===== src/rtl/cbr_rfc_pkg.sv =====
package cbr_rfc_pkg;

  typedef enum logic [2:0] {
    PH_IDLE   = 3'd0,
    PH_REQ    = 3'd1,
    PH_LEAD   = 3'd2,
    PH_STROBE = 3'd3,
    PH_PRECH  = 3'd4
  } phase_e;

  // Width needed to hold values 0..n-1 (at least one bit).
  function automatic int unsigned bits_for(input longint unsigned n);
    return (n < 2) ? 1 : $clog2(n);
  endfunction

  // Minimum-duration conversion: never shorter than asked.
  function automatic int unsigned cyc_ceil(input longint unsigned t_ps,
                                           input longint unsigned clk_ps);
    return int'((t_ps + clk_ps - 1) / clk_ps);
  endfunction

  function automatic int unsigned cyc_max(input int unsigned a, input int unsigned b);
    return (a > b) ? a : b;
  endfunction

  function automatic int unsigned cyc_rest(input int unsigned a, input int unsigned b);
    return (a > b) ? (a - b) : 0;
  endfunction

  // Refresh spacing: window spread over all rows, rounded down so it is never late.
  function automatic int unsigned gap_cycles(input longint unsigned window_ns,
                                             input longint unsigned rows,
                                             input longint unsigned clk_ps);
    return int'((window_ns * 1000) / (rows * clk_ps));
  endfunction

endpackage


===== src/rtl/cbr_rfc_timebase.sv =====
module cbr_rfc_timebase
  import cbr_rfc_pkg::*;
#(
  parameter int unsigned N_PAUSE = 40000,
  parameter int unsigned N_INT   = 3125
) (
  input  logic clk,
  input  logic rst_n,
  input  logic run_int,
  output logic pause_done,
  output logic tick
);
  localparam int unsigned PW = bits_for(N_PAUSE);
  localparam int unsigned IW = bits_for(N_INT);

  logic [PW-1:0] pause_cnt_q;
  logic          pause_over_q;
  logic [IW-1:0] int_cnt_q;

  assign pause_done = !pause_over_q && (pause_cnt_q == PW'(N_PAUSE - 1));
  assign tick       = run_int && (int_cnt_q == IW'(N_INT - 1));

  always_ff @(posedge clk) begin
    if (!rst_n) begin
      pause_cnt_q  <= '0;
      pause_over_q <= 1'b0;
    end else if (!pause_over_q) begin
      if (pause_done) pause_over_q <= 1'b1;
      else            pause_cnt_q  <= pause_cnt_q + 1'b1;
    end
  end

  always_ff @(posedge clk) begin
    if (!rst_n || !run_int) int_cnt_q <= '0;
    else if (tick)          int_cnt_q <= '0;
    else                    int_cnt_q <= int_cnt_q + 1'b1;
  end

  AST_TICK_AFTER_PAUSE: assert property (@(posedge clk) disable iff (!rst_n)
    tick |-> pause_over_q);
  AST_PAUSE_SINGLE: assert property (@(posedge clk) disable iff (!rst_n)
    pause_done |=> !pause_done);

endmodule


===== src/rtl/cbr_rfc_debt.sv =====
module cbr_rfc_debt
  import cbr_rfc_pkg::*;
#(
  parameter int unsigned INIT_N       = 8,
  parameter int unsigned URGENT_LIMIT = 8,
  parameter int unsigned MAX_OWED     = 31
) (
  input  logic clk,
  input  logic rst_n,
  input  logic load_init,
  input  logic tick,
  input  logic served,
  output logic owed_nz,
  output logic init_done,
  output logic urgent
);
  localparam int unsigned OW = bits_for(MAX_OWED + 1);

  logic [OW-1:0] owed_q;
  logic          loaded_q;
  logic          init_done_q;
  logic          grow, shrink;

  assign grow   = tick && !served && (owed_q != OW'(MAX_OWED));
  assign shrink = served && !tick && (owed_q != '0);

  always_ff @(posedge clk) begin
    if (!rst_n) begin
      owed_q      <= '0;
      loaded_q    <= 1'b0;
      init_done_q <= 1'b0;
    end else begin
      if (load_init) begin
        owed_q   <= OW'(INIT_N);
        loaded_q <= 1'b1;
      end else if (grow) begin
        owed_q <= owed_q + 1'b1;
      end else if (shrink) begin
        owed_q <= owed_q - 1'b1;
      end
      if (loaded_q && (owed_q == '0)) init_done_q <= 1'b1;
    end
  end

  assign owed_nz   = (owed_q != '0);
  assign init_done = init_done_q;
  assign urgent    = (owed_q > OW'(URGENT_LIMIT));

  AST_OWED_STEP: assert property (@(posedge clk) disable iff (!rst_n)
    !$past(load_init) |-> (owed_q == $past(owed_q) || owed_q == $past(owed_q) + 1'b1 ||
                           owed_q == $past(owed_q) - 1'b1));
  AST_SERVE_HAS_DEBT: assert property (@(posedge clk) disable iff (!rst_n)
    served |-> (owed_q != '0));
  AST_INIT_STICKY: assert property (@(posedge clk) disable iff (!rst_n)
    init_done_q |=> init_done_q);

endmodule


===== src/rtl/cbr_rfc_cycle.sv =====
module cbr_rfc_cycle
  import cbr_rfc_pkg::*;
#(
  parameter int unsigned N_CSR = 1,
  parameter int unsigned N_CHR = 3,
  parameter int unsigned N_RAS = 12,
  parameter int unsigned N_RP  = 10
) (
  input  logic clk,
  input  logic rst_n,
  input  logic want,
  input  logic gnt,
  output logic req,
  output logic ras_n,
  output logic cas_n,
  output logic served
);
  localparam int unsigned MAXC = cyc_max(cyc_max(N_CSR, N_RAS), N_RP);
  localparam int unsigned CW   = bits_for(MAXC + 1);
  localparam int unsigned RW   = bits_for(4 * MAXC + 2);

  phase_e        phase_q;
  logic [CW-1:0] cnt_q;
  logic          req_q, ras_q, cas_q;
  logic          cnt_zero;
  logic [CW-1:0] ras_elapsed;

  assign cnt_zero    = (cnt_q == '0);
  assign served      = (phase_q == PH_PRECH) && cnt_zero;
  assign ras_elapsed = CW'(N_RAS) - cnt_q;

  always_ff @(posedge clk) begin
    if (!rst_n) begin
      phase_q <= PH_IDLE;
      cnt_q   <= '0;
      req_q   <= 1'b0;
      ras_q   <= 1'b1;
      cas_q   <= 1'b1;
    end else begin
      case (phase_q)
        PH_IDLE: begin
          if (want) begin
            phase_q <= PH_REQ;
            req_q   <= 1'b1;
          end
        end
        PH_REQ: begin
          if (gnt) begin
            phase_q <= PH_LEAD;
            cas_q   <= 1'b0;
            cnt_q   <= CW'(N_CSR - 1);
          end
        end
        PH_LEAD: begin
          if (cnt_zero) begin
            phase_q <= PH_STROBE;
            ras_q   <= 1'b0;
            cnt_q   <= CW'(N_RAS - 1);
          end else begin
            cnt_q <= cnt_q - 1'b1;
          end
        end
        PH_STROBE: begin
          if (cnt_zero) begin
            phase_q <= PH_PRECH;
            ras_q   <= 1'b1;
            cas_q   <= 1'b1;
            cnt_q   <= CW'(N_RP - 1);
          end else begin
            cnt_q <= cnt_q - 1'b1;
            cas_q <= (ras_elapsed >= CW'(N_CHR));
          end
        end
        PH_PRECH: begin
          if (cnt_zero) begin
            phase_q <= PH_IDLE;
            req_q   <= 1'b0;
          end else begin
            cnt_q <= cnt_q - 1'b1;
          end
        end
        default: phase_q <= PH_IDLE;
      endcase
    end
  end

  assign req   = req_q;
  assign ras_n = ras_q;
  assign cas_n = cas_q;

  // Run-length counters used only by the checks below.
  logic [RW-1:0] lo_run_q, hi_run_q, chr_run_q;

  always_ff @(posedge clk) begin
    if (!rst_n) begin
      lo_run_q  <= '0;
      hi_run_q  <= '0;
      chr_run_q <= '0;
    end else begin
      lo_run_q  <= ras_q ? '0 : ((lo_run_q == '1) ? lo_run_q : lo_run_q + 1'b1);
      hi_run_q  <= !ras_q ? '0 : ((hi_run_q == '1) ? hi_run_q : hi_run_q + 1'b1);
      chr_run_q <= (ras_q || cas_q) ? '0 : ((chr_run_q == '1) ? chr_run_q : chr_run_q + 1'b1);
    end
  end

  AST_CAS_LEADS_RAS: assert property (@(posedge clk) disable iff (!rst_n)
    $fell(ras_q) |-> (!cas_q && !$past(cas_q)));
  AST_CAS_HOLD: assert property (@(posedge clk) disable iff (!rst_n)
    ($rose(cas_q) && !ras_q) |-> (chr_run_q >= RW'(N_CHR)));
  AST_RAS_WIDTH: assert property (@(posedge clk) disable iff (!rst_n)
    $rose(ras_q) |-> (lo_run_q >= RW'(N_RAS)));
  AST_PRECHARGE_GAP: assert property (@(posedge clk) disable iff (!rst_n)
    ($fell(cas_q) && ras_q) |-> (hi_run_q >= RW'(N_RP)));
  AST_STROBE_OWNED: assert property (@(posedge clk) disable iff (!rst_n)
    (!ras_q || !cas_q) |-> req_q);
  AST_REQ_HELD: assert property (@(posedge clk) disable iff (!rst_n)
    (req_q && !served) |=> req_q);

endmodule


===== src/rtl/cbr_refresh_ctrl.sv =====
module cbr_refresh_ctrl
  import cbr_rfc_pkg::*;
#(
  parameter int unsigned CLK_PS         = 5000,
  parameter bit          LOW_POWER      = 1'b0,
  parameter int unsigned STARTUP_NS     = 200_000,
  parameter int unsigned INIT_REFRESHES = 8,
  parameter int unsigned URGENT_LIMIT   = 8,
  parameter int unsigned MAX_OWED       = 31,
  parameter int unsigned ROWS           = 512,
  parameter int unsigned WINDOW_NS      = 8_000_000,
  parameter int unsigned WINDOW_LP_NS   = 64_000_000,
  parameter int unsigned T_CSR_PS       = 5_000,
  parameter int unsigned T_CHR_PS       = 15_000,
  parameter int unsigned T_RAS_PS       = 60_000,
  parameter int unsigned T_RC_PS        = 110_000,
  parameter int unsigned T_RP_PS        = 40_000
) (
  input  logic clk,
  input  logic rst_n,
  input  logic ref_gnt,
  output logic ref_req,
  output logic dram_ras_n,
  output logic dram_cas_n,
  output logic dram_we_n,
  output logic init_done,
  output logic ref_urgent
);
  localparam int unsigned N_PAUSE = cyc_ceil(longint'(STARTUP_NS) * 1000, CLK_PS);
  localparam int unsigned WIN_SEL = LOW_POWER ? WINDOW_LP_NS : WINDOW_NS;
  localparam int unsigned N_INT   = gap_cycles(WIN_SEL, ROWS, CLK_PS);
  localparam int unsigned N_CSR   = cyc_max(1, cyc_ceil(T_CSR_PS, CLK_PS));
  localparam int unsigned N_CHR   = cyc_max(1, cyc_ceil(T_CHR_PS, CLK_PS));
  localparam int unsigned N_RAS   = cyc_max(cyc_ceil(T_RAS_PS, CLK_PS), N_CHR);
  localparam int unsigned N_RP    = cyc_max(1, cyc_max(cyc_ceil(T_RP_PS, CLK_PS),
                                           cyc_rest(cyc_ceil(T_RC_PS, CLK_PS), N_RAS)));

  logic pause_done, tick, served, owed_nz, init_done_w;

  cbr_rfc_timebase #(
    .N_PAUSE (N_PAUSE),
    .N_INT   (N_INT)
  ) timebase_i (
    .clk        (clk),
    .rst_n      (rst_n),
    .run_int    (init_done_w),
    .pause_done (pause_done),
    .tick       (tick)
  );

  cbr_rfc_debt #(
    .INIT_N       (INIT_REFRESHES),
    .URGENT_LIMIT (URGENT_LIMIT),
    .MAX_OWED     (MAX_OWED)
  ) debt_i (
    .clk       (clk),
    .rst_n     (rst_n),
    .load_init (pause_done),
    .tick      (tick),
    .served    (served),
    .owed_nz   (owed_nz),
    .init_done (init_done_w),
    .urgent    (ref_urgent)
  );

  cbr_rfc_cycle #(
    .N_CSR (N_CSR),
    .N_CHR (N_CHR),
    .N_RAS (N_RAS),
    .N_RP  (N_RP)
  ) cycle_i (
    .clk    (clk),
    .rst_n  (rst_n),
    .want   (owed_nz),
    .gnt    (ref_gnt),
    .req    (ref_req),
    .ras_n  (dram_ras_n),
    .cas_n  (dram_cas_n),
    .served (served)
  );

  assign dram_we_n = 1'b1;
  assign init_done = init_done_w;

  AST_QUIET_BEFORE_INIT: assert property (@(posedge clk) disable iff (!rst_n)
    (!init_done_w && !owed_nz && !ref_req) |-> (dram_ras_n && dram_cas_n));
  AST_URGENT_NEEDS_INIT: assert property (@(posedge clk) disable iff (!rst_n)
    ref_urgent |-> init_done_w);

endmodule


===== config.mk =====
export PLATFORM = sky130hd
export DESIGN_NAME = cbr_refresh_ctrl
export DESIGN_NICKNAME = d
export VERILOG_FILES = /design/src/rtl/cbr_rfc_pkg.sv /design/src/rtl/cbr_rfc_timebase.sv /design/src/rtl/cbr_rfc_debt.sv /design/src/rtl/cbr_rfc_cycle.sv /design/src/rtl/cbr_refresh_ctrl.sv
export SDC_FILE = /design/constraint.sdc
export NUM_CORES = 1
export LEC_CHECK = 0
export ABC_CLOCK_PERIOD_IN_PS = 4900
export BUFFER_PORTS_ARGS = -buffer_cell sky130_fd_sc_hd__buf_2
export CAP_MARGIN = 15
export CELL_PAD_IN_SITES_DETAIL_PLACEMENT = 0
export CELL_PAD_IN_SITES_GLOBAL_PLACEMENT = 1
export CORE_AREA = 2 2 58 101
export DETAILED_ROUTE_END_ITERATION = 7
export DIE_AREA = 0 0 60 103
export PLACE_DENSITY = 0.89
export SKIP_LAST_GASP = 1
export SLEW_MARGIN = 20
export SYNTH_ARGS = -nofsm -noshare
export SYNTH_HDL_FRONTEND = slang
export SYNTH_HIERARCHICAL = 1
export SYNTH_SLANG_ARGS = --single-unit

===== constraint.sdc =====
create_clock -name clk -period 4.9 [get_ports clk]
set_input_delay 0.98 -clock clk [delete_from_list [all_inputs] [get_ports clk]]
set_output_delay 0.98 -clock clk [all_outputs]
set_load 0.01 [all_outputs]

==> summary.txt <==
Status
  – Status: finished clean

Pwr
  – Overall power: 631 µW
  – Pwr per Cell Area: 226 nW/µm²
  – Combinational share of power: 2.5%
  – Pleak: 1.05 nW
  – Internal: 495 µW
  – Reg power frac: 59.8%
  – Psw: 136 µW
  – Clk pwr share: 37.7%
  – Sw Share: 21.6%
  – Max rail drop VDD: 0.0994 mV

Logic synthesis
  – Syn Inst Count: 302
  – Post-synth ARST share: 0%
  – Synth Area per Inst: 8.72 µm²
  – Synth Flop Type: dfxtp_1
  – Yosys warns: 6
  – EDFF count, synth: 0
  – Sequential-to-total area share from yosys stat: 35.0%
  – Synth cell types: 67
  – Synthesized area: 2630 µm²
  – Syn nets: 316
  – Seq cells post-synth: 46

Clock tree
  – Clk slew on worst S/H paths: 0.09 ns
  – Max H-tree Level: 2
  – Clock Sinks: 46
  – CTS buffer count: 5
  – TritonCTS clock tree: built
  – Post-CTS sizing: 0
  – Max Buffers Root-to-Sink: 2
  – CTS Root Cell: clkbuf_8
  – Hold Buf Count CTS: 0
  – Postcts setup bufs: 0
  – Clock latency on the worst-skew pair: 0.30 ns

Placement
  – Number of I/O port buffers: 7
  – Setup WS pre-CTS: 1.99 ns
  – RePlAce Congestion: 0.847
  – Dpl cells: 374
  – Placed instance area: 2710 µm²
  – DP HPWL: 3570 µm

Drt
  – Drt initial violations: 71
  – Drt first pass iters: 4
  – Final wirelength: 4970 µm
  – DR vias: 2133
  – # DRC: 0
  – Post-DRT Antenna Nets: 0
  – Via-to-Cell Ratio: 5.58
  – Wirelength per Cell: 13.0 µm

Die
  – Core Area: 5450 µm²
  – Starting density of the core: 48.3%
  – IO Count: 9
  – Std-Cell Rows: 36
  – Die Y: 103 µm
  – Die Width: 60 µm
  – Total die area: 6180 µm²

Hold path
  – Hold WC Path Type: register to register

Cells and area
  – Post-layout util: 51.4%
  – Nets: 319
  – Layout area overhead: 6.32%
  – Share of layout cells above drive strength 1: 9.80%
  – Non-Filler Cell Area, Final: 2800 µm²
  – Final Non-Filler Cells: 382
  – Diodes inserted: 0
  – Filler instances: 533

Timing
  – Slew @ Worst Pin: 0.663 ns
  – Rel. slew slack: 55.8%
  – Final hold viol count: 0
  – # setup viols final: 0
  – Worst setup margin: 1.96 ns
  – FMAX: 0.340 GHz
  – Final slew viol count: 0
  – Unrepaired setup endpoints after global routing: no
  – Post-route clock period utilization: 60.0%
  – Clk_skew: 0.00693 ns
  – Final hold slack: 0.480 ns
  – TNS Setup: 0 ns
  – Crit path time final: 2.94 ns

GRT
  – GR Util met1: 17.1%
  – GRT overflow: 0
  – First-pass GRT wire length: 8230 µm
  – Met3 Use GR: 3.26%
  – Vias in the first global route: 1969
  – Most heavily used metal layer in global routing: met2
  – Routing usage on met2: 31.9%
  – Total GRT Usage: 16.9%
  – Initial antenna violation count: 0
  – Largest net degree at the start of global routing: 43

Critical path
  – Crit-path max FO: 10
  – CP Data Required Time: 5.09 ns
  – Setup crit end kind: register
  – Crit path DAT: 3.13 ns
  – Kind of critical path: register to register
  – Setup crit start kind: register

Flow run
  – Max-cap viol count: 0
registers in the layout, indices dropped and copies added, names as in the netlist:
signal / cells
cycle_i/req: 1
cycle_i/ras_n: 1
cycle_i/phase_q: 3
debt_i/owed_q: 5
debt_i/init_done: 1
cycle_i/cas_n: 1
timebase_i/int_cnt_q: 12
timebase_i/pause_over_q: 1
cycle_i/cnt_q: 4
timebase_i/pause_cnt_q: 16
debt_i/loaded_q: 1
worst max-delay path: stages, from the launching register on:
cell and delay [ns]:
dfxtp_1 0.40, inv_1 0.15, ha_1 0.24, or3b_4 0.44
nor2_1 0.13, nand2b_1 0.14, a31o_2 0.23, inv_1 0.14
fa_1 0.41, nand3b_1 0.21, nand4b_1 0.12, mux2_4 0.15
nand3_2 0.06
worst paths after layout:
check	slack [ns]	startpoint	depth (start not counted)	end
max	1.96	cycle_i/cnt_q[0]	12	debt_i/owed_q[4]
min	0.48	timebase_i/int_cnt_q[0]	1	timebase_i/int_cnt_q[0]
max reg2reg	1.96	cycle_i/cnt_q[0]	12	debt_i/owed_q[4]
min reg2reg	0.48	timebase_i/int_cnt_q[0]	1	timebase_i/int_cnt_q[0]
kinds of logic after synthesis:
group	after synthesis	share of synthesized area (%)
AOI/OAI and AO/OA	64	17.4
and+or+nand+nor	131	29.5
xor gates and xnor gates	18	5.99
DFF	46	35.0
other	1	0.142
adders and majority gates	11	5.51
muxes	5	2.28
buffers and inverters	26	4.23
routing by layer:
layer  routed length (µm)  vias up
met3                  119       12
met4                  140        0
met1                 2090     1009
li1                     -     1083
met2                 2620       29
met5                    0        -
Yosys cell counts (all sizes together), types with 5 or more instances:
| master | count | area share (%) |
|---|---|---|
| a21boi | 7 | 2.0 |
| a21oi | 10 | 1.9 |
| and2 | 8 | 1.9 |
| and4 | 5 | 1.8 |
| clkbuf | 7 | 1.0 |
| dfxtp | 46 | 35 |
| ha | 10 | 4.8 |
| inv | 15 | 2.1 |
| nand2 | 20 | 2.9 |
| nand2b | 8 | 1.9 |
| nand3 | 17 | 3.4 |
| nand4 | 8 | 1.9 |
| nor2 | 23 | 3.3 |
| nor2b | 6 | 1.4 |
| nor3 | 6 | 1.1 |
| o21ai | 17 | 3.2 |
| o31ai | 6 | 1.9 |
| or3 | 6 | 1.6 |
| xnor2 | 8 | 2.7 |
| xor2 | 10 | 3.3 |
power by group through the flow:
stage / combinational, mW / clock [mW] / sequential [mW]
after floorplan: 0.0115 / 0 / 0.386
after global placement: 0.0154 / 0 / 0.386
after detailed placement: 0.0161 / 0 / 0.387
after CTS: 0.0161 / 0.249 / 0.378
after global routing: 0.0179 / 0.263 / 0.378
final: 0.0157 / 0.238 / 0.378
cell usage in the layout (no fill, tap or decap), drive strengths merged, types with 3 or more instances in the layout:
cell type and instances:
and3 4, a21oi 10, nor3 6, nor2b 6, dfxtp 46, mux2i 3
ha 10, nor4bb 3, inv 15, o21ai 17, a21boi 7, and4 5
xnor2 8, xor2 10, or3 6, clkbuf 7, nand3b 3, nand2 20
nand2b 8, nand3 17, buf 7, o211ai 3, nand4 8, and2 8
o31ai 6, nor2 23
area by class of cell:
type / count / area, µm² / share of cell area [%]
clock inverter: 1 / 5.00 / 0.179
sequential: 46 / 921 / 32.9
tap: 76 / 95.1 / 3.40
timing repair buffer: 7 / 35.0 / 1.25
inverter: 15 / 56.3 / 2.01
multi-input combinational: 230 / 1600 / 57.2
clock buffer: 7 / 86.3 / 3.08
(Power assumes the default switching activity.)
